==> src/rtl/adc_byte_port_pkg.sv <==
package adc_byte_port_pkg;

    typedef enum logic [2:0] {
        HS_IDLE    = 3'd0,
        HS_WAIT_HI = 3'd1,
        HS_LOAD_HI = 3'd2,
        HS_WAIT_LO = 3'd3,
        HS_LOAD_LO = 3'd4
    } hs_state_e;

    typedef struct packed {
        hs_state_e st;
    } hs_regs_t;

endpackage

==> src/rtl/abp_mode_sync.sv <==
module abp_mode_sync #(
    parameter int STAGES = 2
) (
    input  logic clk,
    input  logic rst_n,
    input  logic mode_i,
    output logic mode_s_o,
    output logic mode_rise_o
);
    typedef struct packed {
        logic [STAGES-1:0] chain;
        logic              prev;
    } sync_regs_t;

    sync_regs_t cur_q, nxt_d;

    always_comb begin
        nxt_d       = cur_q;
        nxt_d.chain = {cur_q.chain[STAGES-2:0], mode_i};
        nxt_d.prev  = cur_q.chain[STAGES-1];
    end

    always_ff @(posedge clk or negedge rst_n) begin
        if (!rst_n) cur_q <= '0;
        else        cur_q <= nxt_d;
    end

    assign mode_s_o    = cur_q.chain[STAGES-1];
    assign mode_rise_o = cur_q.chain[STAGES-1] & ~cur_q.prev;

    // a detected edge lasts exactly one cycle
    a_r7_rise_single: assert property (@(posedge clk) disable iff (!rst_n)
        mode_rise_o |=> !mode_rise_o);

endmodule

==> src/rtl/abp_result_reg.sv <==
module abp_result_reg #(
    parameter int W = 14
) (
    input  logic         clk,
    input  logic         rst_n,
    input  logic         latch_i,
    input  logic         busy_i,
    input  logic [W-1:0] data_i,
    output logic [W-1:0] data_o
);
    typedef struct packed {
        logic [W-1:0] res;
    } res_regs_t;

    res_regs_t cur_q, nxt_d;

    always_comb begin
        nxt_d = cur_q;
        if (latch_i && !busy_i) nxt_d.res = data_i;
    end

    always_ff @(posedge clk or negedge rst_n) begin
        if (!rst_n) cur_q <= '0;
        else        cur_q <= nxt_d;
    end

    assign data_o = cur_q.res;

    // held result is frozen while a transfer runs
    a_r5_hold_busy: assert property (@(posedge clk) disable iff (!rst_n)
        busy_i |=> $stable(data_o));
    // an accepted latch pulse lands in the register
    a_r5_load: assert property (@(posedge clk) disable iff (!rst_n)
        (latch_i && !busy_i) |=> (data_o == $past(data_i)));

endmodule

==> src/rtl/abp_hs_seq.sv <==
module abp_hs_seq
    import adc_byte_port_pkg::*;
(
    input  logic      clk,
    input  logic      rst_n,
    input  logic      start_i,
    input  logic      send_i,
    output hs_state_e state_o,
    output logic      busy_o
);
    hs_regs_t cur_q, nxt_d;

    always_comb begin
        nxt_d = cur_q;
        unique case (cur_q.st)
            HS_IDLE:    if (start_i) nxt_d.st = HS_WAIT_HI;
            HS_WAIT_HI: if (send_i)  nxt_d.st = HS_LOAD_HI;
            HS_LOAD_HI:              nxt_d.st = HS_WAIT_LO;
            HS_WAIT_LO: if (send_i)  nxt_d.st = HS_LOAD_LO;
            HS_LOAD_LO:              nxt_d.st = HS_IDLE;
            default:                 nxt_d.st = HS_IDLE;
        endcase
    end

    always_ff @(posedge clk or negedge rst_n) begin
        if (!rst_n) cur_q <= '{st: HS_IDLE};
        else        cur_q <= nxt_d;
    end

    assign state_o = cur_q.st;
    assign busy_o  = (cur_q.st != HS_IDLE);

    // no ready, no progress
    a_r10_stall_hi: assert property (@(posedge clk) disable iff (!rst_n)
        (state_o == HS_WAIT_HI && !send_i) |=> (state_o == HS_WAIT_HI));
    a_r10_stall_lo: assert property (@(posedge clk) disable iff (!rst_n)
        (state_o == HS_WAIT_LO && !send_i) |=> (state_o == HS_WAIT_LO));
    // high byte is followed by low byte, then idle
    a_r9_hi_then_lo: assert property (@(posedge clk) disable iff (!rst_n)
        (state_o == HS_LOAD_HI) |=> (state_o == HS_WAIT_LO));
    a_r9_lo_then_idle: assert property (@(posedge clk) disable iff (!rst_n)
        (state_o == HS_LOAD_LO) |=> (state_o == HS_IDLE));

endmodule

==> src/rtl/abp_pin_mux.sv <==
module abp_pin_mux
    import adc_byte_port_pkg::*;
#(
    parameter int MAG_W = 12,
    parameter int LO_W  = 8,
    localparam int HI_W = MAG_W - LO_W + 2
) (
    input  logic             clk,
    input  logic             rst_n,
    input  logic             mode_s_i,
    input  hs_state_e        state_i,
    input  logic [MAG_W+1:0] res_i,
    input  logic             test_n_i,
    input  logic             ce_ld_n_i,
    input  logic             hben_n_i,
    input  logic             lben_n_i,
    output logic             ce_ld_n_o,
    output logic             ce_ld_oe_o,
    output logic             hben_n_o,
    output logic             hben_oe_o,
    output logic             lben_n_o,
    output logic             lben_oe_o,
    output logic [LO_W-1:0]  lo_byte_o,
    output logic             lo_byte_oe_o,
    output logic [HI_W-1:0]  hi_byte_o,
    output logic             hi_byte_oe_o
);
    logic hs_active;
    logic hi_phase, lo_phase, strobe;

    always_comb begin
        hs_active = mode_s_i || (state_i != HS_IDLE);
        hi_phase  = (state_i == HS_WAIT_HI) || (state_i == HS_LOAD_HI);
        lo_phase  = (state_i == HS_WAIT_LO) || (state_i == HS_LOAD_LO);
        strobe    = (state_i == HS_LOAD_HI) || (state_i == HS_LOAD_LO);

        if (test_n_i) begin
            lo_byte_o = res_i[LO_W-1:0];
            hi_byte_o = res_i[MAG_W+1:LO_W];
        end else begin
            lo_byte_o = '1;
            hi_byte_o = '1;
        end

        if (hs_active) begin
            ce_ld_oe_o   = 1'b1;
            hben_oe_o    = 1'b1;
            lben_oe_o    = 1'b1;
            ce_ld_n_o    = ~strobe;
            hben_n_o     = ~hi_phase;
            lben_n_o     = ~lo_phase;
            hi_byte_oe_o = hi_phase;
            lo_byte_oe_o = lo_phase;
        end else begin
            ce_ld_oe_o   = 1'b0;
            hben_oe_o    = 1'b0;
            lben_oe_o    = 1'b0;
            ce_ld_n_o    = 1'b1;
            hben_n_o     = 1'b1;
            lben_n_o     = 1'b1;
            hi_byte_oe_o = ~ce_ld_n_i & ~hben_n_i;
            lo_byte_oe_o = ~ce_ld_n_i & ~lben_n_i;
        end
    end

    // load strobe is a single clock low
    a_r9_strobe_one: assert property (@(posedge clk) disable iff (!rst_n)
        (ce_ld_oe_o && !ce_ld_n_o) |=> ce_ld_n_o);
    // only one byte at a time in handshake mode
    a_r9_one_byte: assert property (@(posedge clk) disable iff (!rst_n)
        ce_ld_oe_o |-> !(lo_byte_oe_o && hi_byte_oe_o));
    // master enable high silences both bytes in direct mode
    a_r2_master_off: assert property (@(posedge clk) disable iff (!rst_n)
        (!ce_ld_oe_o && ce_ld_n_i) |-> (!lo_byte_oe_o && !hi_byte_oe_o));
    // synchronised mode high drives all control pins
    a_r6_pins_driven: assert property (@(posedge clk) disable iff (!rst_n)
        mode_s_i |-> (ce_ld_oe_o && hben_oe_o && lben_oe_o));

endmodule

==> src/rtl/adc_byte_port.sv <==
module adc_byte_port
    import adc_byte_port_pkg::*;
#(
    parameter int MAG_W       = 12,
    parameter int LO_W        = 8,
    parameter int SYNC_STAGES = 2,
    localparam int HI_W       = MAG_W - LO_W + 2,
    localparam int RES_W      = MAG_W + 2
) (
    input  logic             clk,
    input  logic             rst_n,
    input  logic             latch_i,
    input  logic [MAG_W-1:0] mag_i,
    input  logic             pol_i,
    input  logic             ovr_i,
    input  logic             mode_i,
    input  logic             send_i,
    input  logic             test_n_i,
    input  logic             ce_ld_n_i,
    output logic             ce_ld_n_o,
    output logic             ce_ld_oe_o,
    input  logic             hben_n_i,
    output logic             hben_n_o,
    output logic             hben_oe_o,
    input  logic             lben_n_i,
    output logic             lben_n_o,
    output logic             lben_oe_o,
    output logic [LO_W-1:0]  lo_byte_o,
    output logic             lo_byte_oe_o,
    output logic [HI_W-1:0]  hi_byte_o,
    output logic             hi_byte_oe_o
);
    logic             mode_s, mode_rise, busy, start;
    logic [RES_W-1:0] res;
    hs_state_e        state;

    abp_mode_sync #(.STAGES(SYNC_STAGES)) u_sync (
        .clk         (clk),
        .rst_n       (rst_n),
        .mode_i      (mode_i),
        .mode_s_o    (mode_s),
        .mode_rise_o (mode_rise)
    );

    abp_result_reg #(.W(RES_W)) u_res (
        .clk     (clk),
        .rst_n   (rst_n),
        .latch_i (latch_i),
        .busy_i  (busy),
        .data_i  ({pol_i, ovr_i, mag_i}),
        .data_o  (res)
    );

    assign start = mode_rise || (latch_i && mode_s);

    abp_hs_seq u_seq (
        .clk     (clk),
        .rst_n   (rst_n),
        .start_i (start),
        .send_i  (send_i),
        .state_o (state),
        .busy_o  (busy)
    );

    abp_pin_mux #(.MAG_W(MAG_W), .LO_W(LO_W)) u_mux (
        .clk          (clk),
        .rst_n        (rst_n),
        .mode_s_i     (mode_s),
        .state_i      (state),
        .res_i        (res),
        .test_n_i     (test_n_i),
        .ce_ld_n_i    (ce_ld_n_i),
        .hben_n_i     (hben_n_i),
        .lben_n_i     (lben_n_i),
        .ce_ld_n_o    (ce_ld_n_o),
        .ce_ld_oe_o   (ce_ld_oe_o),
        .hben_n_o     (hben_n_o),
        .hben_oe_o    (hben_oe_o),
        .lben_n_o     (lben_n_o),
        .lben_oe_o    (lben_oe_o),
        .lo_byte_o    (lo_byte_o),
        .lo_byte_oe_o (lo_byte_oe_o),
        .hi_byte_o    (hi_byte_o),
        .hi_byte_oe_o (hi_byte_oe_o)
    );

    // a running transfer is never abandoned before its low byte
    a_r12_no_abort: assert property (@(posedge clk) disable iff (!rst_n)
        (busy && state != HS_LOAD_LO) |=> busy);
    // a latch while mode is high and idle begins a transfer
    a_r8_latch_start: assert property (@(posedge clk) disable iff (!rst_n)
        (latch_i && mode_s && !busy) |=> (state == HS_WAIT_HI));

endmodule

==> config.mk <==
export PLATFORM = sky130hd
export DESIGN_NAME = adc_byte_port
export DESIGN_NICKNAME = d
export VERILOG_FILES = /design/src/rtl/adc_byte_port_pkg.sv /design/src/rtl/abp_mode_sync.sv /design/src/rtl/abp_result_reg.sv /design/src/rtl/abp_hs_seq.sv /design/src/rtl/abp_pin_mux.sv /design/src/rtl/adc_byte_port.sv
export SDC_FILE = /design/constraint.sdc
export NUM_CORES = 1
export LEC_CHECK = 0
export BUFFER_PORTS_ARGS = -buffer_cell sky130_fd_sc_hd__buf_2
export CELL_PAD_IN_SITES_DETAIL_PLACEMENT = 1
export CELL_PAD_IN_SITES_GLOBAL_PLACEMENT = 2
export CORE_UTILIZATION = 30
export CTS_CLUSTER_DIAMETER = 120
export DETAILED_ROUTE_END_ITERATION = 10
export PLACE_DENSITY_LB_ADDON = 0.3
export SLEW_MARGIN = 20
export SYNTH_ARGS = -nofsm -noshare
export SYNTH_HDL_FRONTEND = slang
export SYNTH_SLANG_ARGS = --single-unit
==> constraint.sdc <==
create_clock -name clk -period 2.37 [get_ports clk]
set_input_delay 0.474 -clock clk [delete_from_list [all_inputs] [get_ports clk]]
set_output_delay 0.474 -clock clk [all_outputs]
set_load 0.005 [all_outputs]
# [Word-level counts from Yosys, hierarchy flattened]
# Index checks and enable logic that the tools add are counted.
[word_totals] elab_cells=44 output_inout_bits=22 in_bits=23 reg_bits=20
[classes] reduce_logical=11 eq_ne=7 muxes=12 bitwise_logic=10
[op_table] op="case mux 3 bit (4 select lines)" count=1
[op_table] op="two-way mux 3 bit" count=3
[op_table] op="two-way mux 8 bit" count=1
[op_table] op="NOT 1 bit" count=7
[op_table] op="equality test 3 x 2 -> 1 bit, second input constant" count=2
[op_table] op="two-way mux 1 bit" count=6
[op_table] op="two-way mux 6 bit" count=1
[op_table] op="!= test 2 bit, second input constant" count=3
[op_table] op="logical OR 1 bit" count=5
[op_table] op="AND 1 bit" count=3
[op_table] op="equality test 3 x 1 -> 1 bit, second input constant" count=1
[op_table] op="equality test 3 bit, second input constant" count=1
[op_table] op="zero test 3 bit" count=1
[op_table] op="AND reduction 3 bit" count=1
[op_table] op="nonzero test 3 bit" count=1
[op_table] op="logical AND 1 bit" count=2
[op_table] op="zero test 1 bit" count=1

# [Longest topological paths before layout]
# Gate-level depths: netlist (run 1).
[logic_depth] ltp_word=5 depth_mapped=4 depth_no_buf=3

# [By module]
# A second synthesis (run 1) with hierarchy kept.
[unflattened] cells_unflattened=80 area_unflattened_um2=1016.0
[by_module_without_submodules] module="abp_result_reg" instances=1 area_each_um2=590.6 cells_each=31
[by_module_without_submodules] module="abp_pin_mux" instances=1 area_each_um2=205.2 cells_each=33
[by_module_without_submodules] module="abp_hs_seq" instances=1 area_each_um2=123.9 cells_each=11
[by_module_without_submodules] module="abp_mode_sync" instances=1 area_each_um2=88.8 cells_each=4
[by_module_without_submodules] module="adc_byte_port" instances=1 area_each_um2=7.5 cells_each=1

# [Worst setup path before layout (run 1)]
# Ideal clock, no wire load.
[synth_path] path_kind="reg2reg" from="register u_seq.cur_q (netlist bit u_seq.state_o[2])" to="register u_res.cur_q (netlist bit u_res.data_o[0])" n_path_buf=2 setup_ns=0.125 stages_incl_launch_ff=5 required_ns=2.245 period_less_slack_ns=1.512 t_arrival_ns=1.387 setup_slack_ns=0.858 cell_sequence="dfrtp_1 buf_6 nor4b_4 buf_8 mux2_4"
[synth_via] elab_chain_len=3
[synth_lines] item="start, declared" line_no="abp_hs_seq.sv:11" text="hs_regs_t cur_q, nxt_d;"
[synth_lines] item="start signal, assigned" line_no="abp_hs_seq.sv:26" text="if (!rst_n) cur_q <= '{st: HS_IDLE};"
[synth_lines] item="start signal, assigned" line_no="abp_hs_seq.sv:27" text="else cur_q <= nxt_d;"
[synth_lines] item="nonzero test 3 bit" line_no="abp_hs_seq.sv:31" text="assign busy_o = (cur_q.st != HS_IDLE);"
[synth_lines] item="zero test 1 bit" line_no="abp_result_reg.sv:19" text="if (latch_i && !busy_i) nxt_d.res = data_i;"
[synth_lines] item="logical AND 1 bit" line_no="abp_result_reg.sv:19"
[synth_lines] item="end signal, assigned" line_no="abp_result_reg.sv:24" text="else cur_q <= nxt_d;"
[synth_lines] item="end, declared" line_no="abp_result_reg.sv:15" text="res_regs_t cur_q, nxt_d;"
# Every way passes these cells.
# A chain may end at the register's enable or synchronous reset.

# [Worst setup path after layout (run 1)]
[layout_path] from="register u_seq.cur_q (netlist bit u_seq.state_o[1])" to="output hi_byte_oe_o"
[layout_via] elab_chain_len=3
[layout_lines] item="equality test 3 x 1 -> 1 bit (tied with other cells)" line_no="abp_pin_mux.sv:33" text="hi_phase = (state_i == HS_WAIT_HI) || (state_i == HS_LOAD_HI);"
[layout_lines] item="logical OR 1 bit (on tied branches)" line_no="abp_pin_mux.sv:33, abp_pin_mux.sv:32"
[layout_lines] item="two-way mux 1 bit (*)" line_no="abp_pin_mux.sv:45" text="if (hs_active) begin"
[layout_lines] item="end, declared" line_no="adc_byte_port.sv:31" text="output logic hi_byte_oe_o"
# Mark *: on every way between the ends. The rest lies on a longest branch, timed or not.

==> out/results.txt, run 1 <==
The flow ran to the end, and the final reports show no timing, DRC or antenna violations. The via count of the first global-routing pass is 721. The tools report the number of nets in the finished design as 140. The fraction of synthesized cell area in xor and xnor cells is 0.0270, and the clock transition at the register clock pins on the worst setup and hold paths after CTS is 0.10 ns. Area share of fa/ha/maj cells after synthesis: 0. Worst hold slack after final layout: 0.111 ns. STA classifies the critical path startpoint as a flip-flop. Setup repair after global routing left no endpoint under its margin. Along the worst path, the maximum fanout reaches 7. At the worst endpoint, the required time is 1.90 ns.

Once the clock tree was built, the setup fixing pass inserted 0 buffers. The tool flagged a number of max-cap violations equal to 0. For the number of hold-repair buffers added at the cts stage, the log shows 0. Effective utilization at floorplan: 0.317. The most used flip-flop cell after synthesis was sky130_fd_sc_hd__dfrtp_1.

The maximum buffer depth of the clock tree came out at 2. For this block, the initial DRC count from the detailed router was 2. The post-synthesis average cell area was 13.4 um2; the worst-margin pin slew was 0.434 ns. The routed layout has 676 vias. The startpoint of the worst register-to-register path was u_seq.state_o[2]$_DFFE_PN0P_. The count of flip-flops with a built-in enable after synthesis was 0; the number of antenna diodes was 0.

Clock latency at the later pin of the worst-skew pair: 0.28 ns. The CTS root buffer was sky130_fd_sc_hd__clkbuf_4. Final critical-path share of the clock period: 0.826. The number of H-tree levels was 1; the proportion of synthesized chip area in sequential cells was 0.513. Most common cell after layout, fill and taps aside: sky130_fd_sc_hd__buf_2. The logs give 0 ns for the total negative setup slack and 0 for the number of cells upsized or downsized after cts. The core region is 0.00308 mm2. Entering global routing, the biggest net connects 21 pins. The register-to-register setup slack was 0.80 ns. The final layout contains routed wiring with a total length of 1840 um. For this run, design rule violations remaining after detail routing come to 0.

Dividing the detail-routed wire length by the instance count gives 11.6 um. The run gives 0.673 as the last weighted congestion value of the routability-driven placer. The run gives 0.711 as the normalized max-slew margin. The initialized floorplan defines 20 standard-cell rows. VDD sags by at most 0.346 mV. Derived from the worst setup path, the maximum achievable clock frequency is 511 MHz. The data arrival time of the worst path came out at 1.48 ns. Before antenna repair, the detailed router went through 2 iterations. After synthesis the cells add up to 975 um2. Clock tree synthesis inserted a total of 3 buffers. The net count after synthesis came out at 96. By area, the combinational part of the netlist is dominated by multiplexers. Synthesis inferred 20 register bits. TritonCTS built the clock tree. The top cell types in the final layout, fill and taps aside, are 44 x sky130_fd_sc_hd__buf_2, 20 x sky130_fd_sc_hd__dfrtp_1, 16 x sky130_fd_sc_hd__nand2b_1.

Chip width: 59 um. Post-detailed-route via-to-cell ratio: 4.25. The floorplan step defined a die boundary enclosing 0.00348 mm2. The terminus of the critical flop-to-flop path is u_res.data_o[5]$_DFFE_PN0P_.

Once detail routing completed, the nets flagged for antenna violations numbered 0. The simple-gate portion of the synthesized area came out at 0.163. The unique cell type count in the Yosys netlist was 19; the count of yosys warnings during synthesis was 0.

The tools report the worst clock skew as 0.000654 ns. The run gives 0 as the number of antenna violations at the first check in global routing. Count of final max-slew check failures: 0. The share of synthesized flip-flops with an asynchronous set or reset was 1.00. Complex-gate fraction of the synthesized area: 0.0347.

Counting every instance in the synthesized netlist gives 73. The overall fraction of global-route tracks in use was 0.122. The number of cells on the worst reg-to-reg path was 3.

Die boundary height: 59 um. STA classifies the critical path endpoint as an output pin. The total leakage power was 0.592 nW; the residual overflow from global routing was 0.

The worst hold path belongs to the class primary input to asynchronous set/reset pin. The mux contribution to synthesized area was 0.200; the total clock sinks was 20. Setup violations remaining at the end of the flow were counted as 0.

The I/O pin count came out at 45. Detailed placement finished with a half-perimeter wire length of 1420 um. The area added between synthesis and finish came out at 25.5%. Critical path class: flip-flop to output pin. Fraction of layout cells with a size suffix above 1: 0.548. Number of hold violations in the final report: 0. The first global-routing pass estimated 3150 um of wire. The worst path in the final design needs a cycle of 1.96 ns, including I/O delays and setup.

The power density of the placed cells came out at 1120 mW/mm2. The number of buffers inserted by port buffering was 44.
## final cells by class
class	instances	area, um2
Clock buffer	3	22.5
Fill cell	343	1850
Inverter	1	3.75
Multi-Input combinational cell	46	414
Sequential cell	20	500
Tap cell	44	55.1
Timing Repair Buffer	45	228
## synth_stat cells, types with 2 or more instances
cell,n,area [um2]
sky130_fd_sc_hd__mux2_4,10,150
sky130_fd_sc_hd__o31ai_1,2,15.0
sky130_fd_sc_hd__xor2_1,3,26.3
sky130_fd_sc_hd__mux2_2,4,45.0
sky130_fd_sc_hd__buf_6,2,22.5
sky130_fd_sc_hd__nand2_1,2,7.51
sky130_fd_sc_hd__nor2_1,3,11.3
sky130_fd_sc_hd__dfrtp_1,20,500
sky130_fd_sc_hd__buf_4,2,15.0
sky130_fd_sc_hd__nand2b_1,16,100
## power breakdown
part / total, mW / switching (mW) / internal [mW]
Combinational: 0.625 / 0.224 / 0.401
Clock: 0.151 / 0.0922 / 0.0589
Sequential: 0.597 / 0.109 / 0.488
## critical path: stages (launching register included)
cell	delay, ns
sky130_fd_sc_hd__dfrtp_1	0.49
sky130_fd_sc_hd__nor2_1	0.21
sky130_fd_sc_hd__nand2_1	0.14
sky130_fd_sc_hd__o31ai_1	0.21
sky130_fd_sc_hd__buf_2	0.15
## cell families (layout without fill, tap and decap cells)
group | Yosys count | in the layout
buffers and inverters | 7 | 49
flip-flops | 20 | 20
XOR/XNOR | 3 | 3
multiplexers | 14 | 14
AO/OA/AOI/OAI | 5 | 5
AND/OR/NAND/NOR | 24 | 24
## stage by stage
stage / total power, mW / setup slack, ns / cell area, um2 / util / std cells
floorplan: 1.06 / 0.858 / 975 / - / 73
global placement: 1.22 / 0.779 / 1200 / 0.390 / 156
detailed placement: 1.24 / 0.697 / 1200 / 0.390 / 156
CTS: 1.40 / 0.371 / 1220 / 0.398 / 159
global route: 1.49 / 0.271 / 1220 / 0.398 / 159
finish: 1.37 / 0.412 / 1220 / 0.398 / 159
## state kept, by name, summed over array words and instances (netlist names)
name,flops
u_seq.state_o,3
u_res.data_o,14
u_sync.cur_q,2
u_sync.mode_s_o,1
## how the worst max path moves through the flow
stage	from	endpoint	slack (ns)
final	u_seq.state_o[1]$_DFFE_PN0P_	hi_byte_oe_o	0.41
after global routing	u_seq.state_o[1]$_DFFE_PN0P_	hi_byte_oe_o	0.27
after CTS	u_seq.state_o[1]$_DFFE_PN0P_	hi_byte_oe_o	0.37
after detailed placement	u_seq.state_o[1]$_DFFE_PN0P_	hi_byte_oe_o	0.70
after global placement	u_seq.state_o[1]$_DFFE_PN0P_	lo_byte_oe_o	0.78
after floorplan	u_seq.state_o[2]$_DFFE_PN0P_	u_res.data_o[0]$_DFFE_PN0P_	0.86
## layer usage
metal / wire length [um] / up-vias / GRT usage
met4: 13 / 0 / 0.0510
met3: 110 / 2 / 0.0197
li1: - / 325 / -
met1: 774 / 322 / 0.151
met5: 0 / - / 0
met2: 938 / 27 / 0.209
Note: power is estimated with default switching activity, not from simulation.
==> run 2, diff against run 1 <==
CORE_UTILIZATION = 25   (was 30)
clock period = 1.7 ns   (was 2.37 ns; I/O delays follow)
==> out/results.txt, run 2 (synthesis gave the netlist of run 1 again) <==
The tools report the cell row count as 22 (was 20). Critical-path cell with the highest stage delay: sky130_fd_sc_hd__dfrtp_2 (was sky130_fd_sc_hd__dfrtp_1). The last weighted congestion value of the routability-driven placer came out at 0.652 (was 0.673). The maximum vdd ir drop was 0.509 mV (was 0.346 mV); the first-pass GRT wire length was 3530 um (was 3150 um). The logs give 2 (unchanged) for the maximum buffer depth of the clock tree and 0 (unchanged) for the number of antenna diodes.

The tools report the detailed router's first-iteration violation count as 10 (was 2). Number of nets in the finished design: 146 (was 140). The chip width was 64.4 um (was 59 um); the post-detailed-route via-to-cell ratio was 4.19 (was 4.25). Setup repair after global routing left no endpoint under its margin. The worst stage delay on the critical path was 0.44 ns (was 0.49 ns); the clock transition at the register clock pins on the worst setup and hold paths after CTS was 0.07 ns (was 0.10 ns). The number of antenna violations at the first check in global routing was 0 (unchanged); the total negative setup slack was 0 ns (unchanged). The number of flip-flops in the largest register is 14 (unchanged). The number of cells on the worst reg-to-reg path works out to 4 (was 3). Chain of cells forming the critical path: buf_4, xor2_1, nand2b_1, o31ai_2, buf_2 (was nor2_1, nand2_1, o31ai_1, buf_2). The run gives 0.00369 mm2 (was 0.00308 mm2) as the area of the core. The tools report the overall fraction of global-route tracks in use as 0.109 (was 0.122). The critical path required time was 1.36 ns (was 1.90 ns). The tools report the critical path endpoint category as an output pin (unchanged). The worst-margin pin slew works out to 0.445 ns (was 0.434 ns).

The logs give 0.703 (was 0.711) for the normalized max-slew margin and 712 (was 676) for the via total after detailed routing. The fraction of layout cells with a size suffix above 1 works out to 0.639 (was 0.548). TritonCTS built the clock tree. The terminus of the critical flop-to-flop path is u_res.data_o[3]$_DFFE_PN0P_ (was u_res.data_o[5]$_DFFE_PN0P_).

The number of hold-repair buffers added at the cts stage is 0 (unchanged), and the power density of the placed cells is 1730 mW/mm2 (was 1120 mW/mm2). The number of buffers inserted by port buffering was 44 (unchanged). The die boundary height works out to 64.4 um (was 59 um).

The run gives 2090 um (was 1840 um) as the final wirelength. The effective utilization at floorplan was 0.264 (was 0.317); the I/O pin count was 45 (unchanged). The number of H-tree levels is 1 (unchanged), and the number of hold violations in the final report is 0 (unchanged).

The run gives 0 (unchanged) as the final-report setup violation count. The total clock sinks came out at 20 (unchanged). The most common cell after layout, fill and taps aside is sky130_fd_sc_hd__buf_2 (unchanged). The tools report the CTS root buffer as sky130_fd_sc_hd__clkbuf_8 (was sky130_fd_sc_hd__clkbuf_4). Derived from the worst setup path, the maximum achievable clock frequency is 616 MHz. The tools report the final antenna-violating net count as 0 (unchanged). The tools report the via count of the first global-routing pass as 724 (was 721). The run gives 0.00568 ns (was 0.000654 ns) as the worst clock skew.

The post-placement cell count was 161 (was 156); the clock latency at the later pin of the worst-skew pair was 0.25 ns (was 0.28 ns). The number of DRC violations after detailed routing came out at 0 (unchanged). The critical path class was flip-flop to output pin (unchanged). The launching element type of the critical path was a flip-flop (unchanged). The tools report the die area as 0.00415 mm2 (was 0.00348 mm2). The startpoint of the worst register-to-register path is u_seq.state_o[1]$_DFFE_PN0P_ (was u_seq.state_o[2]$_DFFE_PN0P_). The maximum number of pins on one net before global-route repair came out at 21 (unchanged).

The final critical-path share of the clock period was 0.954; the max-cap violation count was 0 (unchanged). For the count of final max-slew check failures, the log shows 0 (unchanged). The detailed-router iteration count before antenna repair is 3 (was 2), and the total leakage power is 0.649 nW (was 0.592 nW).

The start point of the critical path is u_seq.state_o[0]$_DFFE_PN0P_ (was u_seq.state_o[1]$_DFFE_PN0P_). The total clock buffers created by CTS was 3 (unchanged); the area added between synthesis and finish was 40.2% (was 25.5%). The register-to-register setup slack is 0.13 ns (was 0.80 ns), and the data arrival time of the worst path is 1.28 ns (was 1.48 ns). The residual overflow from global routing was 0 (unchanged); the largest fanout on the critical path was 4 (was 7).

The post-layout instance count excluding filler cells is 170 (was 159). Most used cells in the layout excluding fill and tap cells: 44 x sky130_fd_sc_hd__buf_2, 17 x sky130_fd_sc_hd__dfrtp_1, 16 x sky130_fd_sc_hd__nand2b_1 (was 44 x sky130_fd_sc_hd__buf_2, 20 x sky130_fd_sc_hd__dfrtp_1, 16 x sky130_fd_sc_hd__nand2b_1). The flow ran to the end, and the final reports show no timing, DRC or antenna violations.

The tools report the HPWL reported at the end of detailed placement as 1550 um (was 1420 um). The class of the tightest hold or removal check was primary input to asynchronous set/reset pin (unchanged). Post-detailed-route wirelength per cell: 12.3 um (was 11.6 um).

Time the final worst path needs with I/O delays and setup: 1.62 ns.
run 2: cell count changes in the layout (fill, tap and decap cells not counted), moves of 2 or more:
| cell | before | now |
|---|---|---|
| sky130_fd_sc_hd__o31ai_1 | 2 | 0 |
| sky130_fd_sc_hd__dfrtp_2 | 0 | 3 |
| sky130_fd_sc_hd__clkbuf_4 | 3 | 0 |
| sky130_fd_sc_hd__clkbuf_8 | 0 | 3 |
| sky130_fd_sc_hd__o31ai_2 | 0 | 2 |
| sky130_fd_sc_hd__dfrtp_1 | 20 | 17 |
| sky130_fd_sc_hd__buf_4 | 1 | 5 |
run 2: final cells by class:
| class | instances | area, um2 |
|---|---|---|
| Clock buffer | 3 | 41.3 |
| Clock inverter | 1 | 30.0 |
| Fill cell | 427 | 2320 |
| Inverter | 1 | 3.75 |
| Multi-Input combinational cell | 46 | 438 |
| Sequential cell | 20 | 504 |
| Tap cell | 48 | 60.1 |
| Timing Repair Buffer | 51 | 289 |
run 2: worst max-delay path, delay by kind of cell (launching register included):
family | cells | cell delay, ns
AO/OA/AOI/OAI | 1 | 0.07
XOR/XNOR | 1 | 0.13
AND/OR/NAND/NOR | 1 | 0.10
flip-flops | 1 | 0.44
buffers and inverters | 2 | 0.27
run 2: what timing repair did:
item	4_1_cts	5_1_grt
resized for setup	3	7
setup endpoints to repair	2	2
buffers inserted	4	1
run 2: worst max-delay path by stage:
stage / endpoint / slack (ns) / cells after the start
after global routing: hi_byte_oe_o / 0.005 / 5
final: hi_byte_oe_o / 0.08 / 5
after global placement: hi_byte_oe_o / 0.23 / 4
after detailed placement: lo_byte_oe_o / 0.16 / 4
after floorplan: u_res.data_o[0]$_DFFE_PN0P_ / 0.19 / 4
after CTS: lo_byte_oe_o / 0.007 / 4
run 2: metrics by stage:
step,hold slack [ns],utilization,setup WS (ns),power [mW],cell area (um2)
detailed placement,0.314,0.332,0.164,1.78,1230
global placement,0.310,0.332,0.230,1.75,1230
floorplan,0.0444,-,0.188,1.48,975
CTS,0.0308,0.361,0.00668,2.33,1330
finish,0.0215,0.370,0.0775,2.36,1370
global route,0.0398,0.370,0.00473,2.55,1370
run 2: per-layer routing:
metal | GRT usage | share of wire | vias to the layer above
met5 | 0 | 0 | -
met4 | 0.0333 | 0 | 0
met3 | 0.0123 | 0.059 | 0
met2 | 0.180 | 0.49 | 28
met1 | 0.148 | 0.45 | 347
li1 | - | - | 337
run 2: where the power goes:
group          switching, mW  internal [mW]  total (mW)
clock network          0.146          0.314       0.460
logic                  0.401          0.678        1.08
registers              0.137          0.689       0.826
total                  0.684           1.68        2.36
